## src/rtl/bisd_pkg.sv

```systemverilog
package bisd_pkg;
  typedef enum logic [1:0] {
    ST_IDLE  = 2'd0,
    ST_SHIFT = 2'd1,
    ST_HOLD  = 2'd2
  } diag_state_e;
endpackage

```

## src/rtl/bisd_rec_shifter.sv

```systemverilog
module bisd_rec_shifter #(
  parameter int REC_W = 20
) (
  input  logic             clk,
  input  logic             rst_n,
  input  logic             load,
  input  logic             shift_en,
  input  logic [REC_W-1:0] rec_in,
  output logic             msb
);
  logic [REC_W-1:0] sreg_q, sreg_d;

  always_comb begin
    sreg_d = sreg_q;
    if (load)          sreg_d = rec_in;
    else if (shift_en) sreg_d = {sreg_q[REC_W-2:0], 1'b0};
  end

  always_ff @(posedge clk or negedge rst_n) begin
    if (!rst_n)                sreg_q <= '0;
    else if (load || shift_en) sreg_q <= sreg_d;
  end

  assign msb = sreg_q[REC_W-1];
endmodule

```

## src/rtl/bisd_ctrl.sv

```systemverilog
module bisd_ctrl
  import bisd_pkg::*;
#(
  parameter int REC_W = 20
) (
  input  logic clk,
  input  logic rst_n,
  input  logic fail_hit,
  input  logic cont,
  output logic load,
  output logic shift_en,
  output logic busy,
  output logic shifting
);
  localparam int CNT_W = (REC_W > 1) ? $clog2(REC_W) : 1;
  localparam logic [CNT_W-1:0] LAST = CNT_W'(REC_W - 1);

  diag_state_e state_q, state_d;
  logic [CNT_W-1:0] cnt_q, cnt_d;

  always_comb begin
    state_d  = state_q;
    cnt_d    = cnt_q;
    load     = 1'b0;
    shift_en = 1'b0;
    unique case (state_q)
      ST_IDLE: begin
        if (fail_hit) begin
          load    = 1'b1;
          cnt_d   = '0;
          state_d = ST_SHIFT;
        end
      end
      ST_SHIFT: begin
        shift_en = 1'b1;
        if (cnt_q == LAST) state_d = ST_HOLD;
        else               cnt_d   = cnt_q + 1'b1;
      end
      ST_HOLD: begin
        if (cont) state_d = ST_IDLE;
      end
      default: state_d = ST_IDLE;
    endcase
  end

  always_ff @(posedge clk or negedge rst_n) begin
    if (!rst_n) begin
      state_q <= ST_IDLE;
      cnt_q   <= '0;
    end else begin
      state_q <= state_d;
      cnt_q   <= cnt_d;
    end
  end

  assign busy     = (state_q != ST_IDLE);
  assign shifting = (state_q == ST_SHIFT);
endmodule

```

## src/rtl/bisd_err_reporter.sv

```systemverilog
module bisd_err_reporter #(
  parameter int ADDR_W = 8,
  parameter int SESS_W = 4,
  parameter int DATA_W = 8
) (
  input  logic              clk,
  input  logic              rst_n,
  input  logic              diag_en,
  input  logic              cmp_valid,
  input  logic [DATA_W-1:0] exp_data,
  input  logic [DATA_W-1:0] obs_data,
  input  logic [ADDR_W-1:0] fail_addr,
  input  logic [SESS_W-1:0] session,
  input  logic              test_done,
  input  logic              cont,
  output logic              stall,
  output logic              err,
  output logic              bso,
  output logic              bef,
  output logic              eop
);
  localparam int REC_W = ADDR_W + SESS_W + DATA_W;

  logic [DATA_W-1:0] syndrome;
  logic              fail_hit, load, shift_en, busy, shifting;
  logic              eop_q;

  assign syndrome = exp_data ^ obs_data;
  assign fail_hit = diag_en && cmp_valid && (syndrome != '0) && !busy;

  bisd_ctrl #(.REC_W(REC_W)) u_ctrl (
    .clk      (clk),
    .rst_n    (rst_n),
    .fail_hit (fail_hit),
    .cont     (cont),
    .load     (load),
    .shift_en (shift_en),
    .busy     (busy),
    .shifting (shifting)
  );

  bisd_rec_shifter #(.REC_W(REC_W)) u_shift (
    .clk      (clk),
    .rst_n    (rst_n),
    .load     (load),
    .shift_en (shift_en),
    .rec_in   ({fail_addr, session, syndrome}),
    .msb      (bso)
  );

  always_ff @(posedge clk or negedge rst_n) begin
    if (!rst_n) eop_q <= 1'b0;
    else        eop_q <= test_done;
  end

  assign eop   = eop_q;
  assign err   = busy;
  assign bef   = shifting;
  assign stall = busy || fail_hit;
endmodule

```

## config.mk

```make
export PLATFORM = sky130hd
export DESIGN_NAME = bisd_err_reporter
export DESIGN_NICKNAME = d
export VERILOG_FILES = /design/src/rtl/bisd_pkg.sv /design/src/rtl/bisd_rec_shifter.sv /design/src/rtl/bisd_ctrl.sv /design/src/rtl/bisd_err_reporter.sv
export SDC_FILE = /design/constraint.sdc
export NUM_CORES = 1
export LEC_CHECK = 0
export BUFFER_PORTS_ARGS = -buffer_cell sky130_fd_sc_hd__buf_4
export CAP_MARGIN = 20
export CORE_ASPECT_RATIO = 0.6
export CORE_UTILIZATION = 58
export CTS_BUF_LIST = sky130_fd_sc_hd__clkbuf_8
export CTS_CLUSTER_SIZE = 30
export DETAILED_ROUTE_END_ITERATION = 10
export GPL_ROUTABILITY_DRIVEN = 0
export PLACE_DENSITY = 0.94
export SYNTH_ARGS = -nofsm -noshare
export SYNTH_HDL_FRONTEND = slang
export SYNTH_SLANG_ARGS = --single-unit
```

## constraint.sdc

```tcl
create_clock -name clk -period 2.5 [get_ports clk]
set_input_delay 0.375 -clock clk [delete_from_list [all_inputs] [get_ports clk]]
set_output_delay 0.375 -clock clk [all_outputs]
set_load 0.005 [all_outputs]
```

==> impl_metrics.csv <==
group,metric,value,unit
finish,syn2layout_area_growth,23.0,%
place,hpwl,2830,um
finish,antennaDiodeCount,0,
cts,ctsHoldBuffers,0,
worst_setup_path,rrSetupSlack,0.56,ns
synthesis,synth_simple_gate_area_share,18.5,%
run_status,violations,"hold timing",
worst_setup_path,arrival,2.06,ns
cts,postCtsSetupBuffers,0,
floorplan,dieArea,2830,um2
floorplan,start_util,65.8,%
power_and_ir_drop,power.switching,0.000698,W
drt,vias,1428,
worst_setup_path,path_depth,4,
sta,fin_skew,0.00611,ns
worst_setup_path,worst-path-buf-inv,0,
worst_setup_path,crit_fanout,13,
sta,grt_setup_unrepaired,"no",
power_and_ir_drop,swShare,35.9,%
drt,drt_first_pass_iters,4,
worst_setup_path,reg2reg_depth,4,
global_routing,grtUsageTotal,32.0,%
finish,final_cells,221,
worst_setup_path,critPathRequiredTime,2.62,ns
worst_setup_path,cp_cell_sequence,"nor2_1, nand3_1, a21oi_2, o21ai_0",
place,port_buffers,38,
place,place_inst,217,
drt,wl_per_cell,18.5,um
sta,finalHoldViolCount,2,
worst_setup_path,reg2reg_from,"u_ctrl.state_q[0]",
worst_setup_path,end_kind,"flip-flop",
cts,cts_made_buffers,3,
power_and_ir_drop,seq_power_share,40.3,%
worst_setup_path,slowest_stage,"a21oi_2",
global_routing,grt_pass1_vias,1295,
drt,vias_per_cell,6.46,
sta,period_needed,1.94,ns
finish,drive_gt1_share,26.2,%
power_and_ir_drop,ir_drop,0.568,mV
synthesis,ys_seq_elements,28,
power_and_ir_drop,comb_power_share,41.2,%
cts,htree_levels,1,
sta,drv_slew,0,
drt,postRouteAntennaNets,0,
worst_setup_path,path_class,"flip-flop to flip-flop",
drt,first_iter_violations,172,
cts,root_buffer,"clkbuf_8",
sta,fmax,517,MHz
power_and_ir_drop,power_density,1040,nW/um2
synthesis,synth_top_family_by_area,"compound AO/OA/AOI/OAI gates",
cts,post_cts_resized,0,
power_and_ir_drop,p_int,0.00124,W
drt,totalWireLength,4080,um
sta,hold_ws,-0.00135,ns
synthesis,synthCells,156,
global_routing,antenna_found_initial,0,
synthesis,ys_seq_area_share,46.1,%
finish,finish.instance_area,1870,um2
synthesis,synth.area.mux_share,0.659,%
floorplan,core_area,2310,um2
worst_setup_path,critPathLaunch,"u_ctrl.state_q[0]",
drt,route.detailed.drc,0,
cts,clk_latency,0.28,ns
global_routing,grt_pass1_wl,6620,um
floorplan,die_w,68.1,um
worst_setup_path,start_kind,"flip-flop",
sta,worst_pin_slew,0.636,ns
synthesis,async_flop_share,100,%
sta,fin_crit_sh,77.4,%
floorplan,rows,13,
worst_setup_path,r2r-end,"u_shift.sreg_q[2]",
synthesis,synth_compound_area_share,23.4,%
synthesis,syn_avg_cell_area,9.74,um2
sta,tns,0,ns
synthesis,synth-main-ff-cell,"dfrtp_1",
run_status,run_status,"complete, but fails checks",
sta,slew_headroom,57.6,%
floorplan,ios,39,
finish,fill_cells,154,
global_routing,grt_max_degree,29,
finish,layout.nets,227,
synthesis,syn-cell-area,1520,um2
synthesis,synth.yosys.warnings,0,
job,maxCapViolations,0,
place,placed_area,1800,um2
synthesis,synth_fp_nets,191,
min_path,hold_path_class,"input port to async pin",
floorplan,die_y,41.6,um
synthesis,synth_edf_count,0,
cts,cts_tree,"done",
worst_setup_path,slowest_delay,0.59,ns
cts,clkTransAtPathRegs,0.10,ns
global_routing,grt_overflow,0,
power_and_ir_drop,clkPwrFrac,18.4,%
worst_setup_path,crit_end,"u_shift.sreg_q[2]",
power_and_ir_drop,p_leak,0.856,nW
synthesis,ys_types,34,
worst_setup_path,path_delay_family,"compound AO/OA/AOI/OAI gates",
cts,cts_sinks,28,
synthesis,synth_xor_area_share,5.77,%
sta,setup_viol,0,
synthesis,synth_adder_area_share,0.824,%
cts,cts_buffer_depth,2,
-- metal layers --
metal  track usage, %  routed length, um  vias up
li1                 -                  -      634
met1             46.3               1730      696
met4             7.08                 85        0
met5                0                  0        -
met2             48.4               1990       84
met3             7.42                283       14
-- state kept, by name, indices dropped and copies added (netlist names) --
register        cells
u_shift.sreg_q     20
u_ctrl.cnt_q        5
eop                 1
u_ctrl.state_q      2
-- through the flow --
stage / total power, W / util (%) / setup slack (ns) / hold WS (ns)
floorplan: 0.00129 / - / 1.07 / 0.0794
global placement: 0.00150 / 77.8 / 0.688 / 0.304
global route: 0.00206 / 80.9 / 0.459 / 0.0235
CTS: 0.00193 / 80.9 / 0.620 / 0.00425
finish: 0.00194 / 80.9 / 0.565 / -0.00135
detailed placement: 0.00156 / 77.8 / 0.436 / 0.310
-- cells by family (layout without fill, tap and decap cells) --
group           Yosys count  count (layout)
compound gates           50              50
mux                       1               1
buf+inv                  12              47
xor+xnor                 10              10
fa+ha+maj                 1               1
flops                    28              28
simple gates             54              54
-- synth_stat cells (3+ instances only) --
| master | n | area share, % |
|---|---|---|
| a2bb2oi_1 | 6 | 3.5 |
| and2_1 | 12 | 4.9 |
| nand3_1 | 3 | 0.99 |
| nand2_1 | 29 | 7.2 |
| buf_2 | 3 | 0.99 |
| a21oi_1 | 13 | 4.3 |
| o21ai_0 | 7 | 2.3 |
| dfrtp_1 | 28 | 46 |
| o21ai_1 | 3 | 0.99 |
| a221o_1 | 12 | 7.9 |
| inv_1 | 3 | 0.74 |
| xor2_1 | 4 | 2.3 |
| xnor2_1 | 6 | 3.5 |
-- worst register-to-register path, cell delays in order, from the launching register on --
cell	delay (ns)
dfrtp_1	0.42
nor2_1	0.19
nand3_1	0.32
a21oi_2	0.60
o21ai_0	0.26
-- area by class of cell --
class                      count  area, um2  share of cell area, %
clock buffer                   3       41.3                   2.21
tap                           30       37.5                   2.01
sequential                    28        701                   37.5
timing repair buffer          40        300                   16.1
clock inverter                 1       30.0                   1.61
inverter                       3       11.3                  0.603
multi-input combinational    116        747                   40.0
-- layout by cell type, fill, tap and decap left out, drive strengths merged, types with 2 or more instances in the layout --
cell type / netlist / final
buf: 8 / 40
nand2: 29 / 29
dfrtp: 28 / 28
a21oi: 14 / 14
and2: 12 / 12
a221o: 12 / 12
o21ai: 11 / 11
xnor2: 6 / 6
a2bb2oi: 6 / 6
xor2: 4 / 4
inv: 3 / 3
nand3: 3 / 3
clkbuf: 1 / 3
nand2b: 2 / 2
and4bb: 2 / 2
o31ai: 2 / 2
o22ai: 2 / 2
-- power groups by stage --
stage               Clock [W]  Sequential, W  Combinational (W)
floorplan                   0       0.000735           0.000558
finish               0.000358       0.000783           0.000800
detailed placement          0       0.000779           0.000782
global route         0.000381       0.000800           0.000876
CTS                  0.000362       0.000776           0.000788
global placement            0       0.000768           0.000733
-- worst min-delay path by stage --
stage / startpoint / to
final: rst_n / u_shift.sreg_q[6]
after global routing: rst_n / eop
after CTS: rst_n / u_shift.sreg_q[6]
after detailed placement: rst_n / u_shift.sreg_q[6]
after global placement: rst_n / u_shift.sreg_q[6]
after floorplan: rst_n / eop
Note: power is estimated with default switching activity, not from simulation.
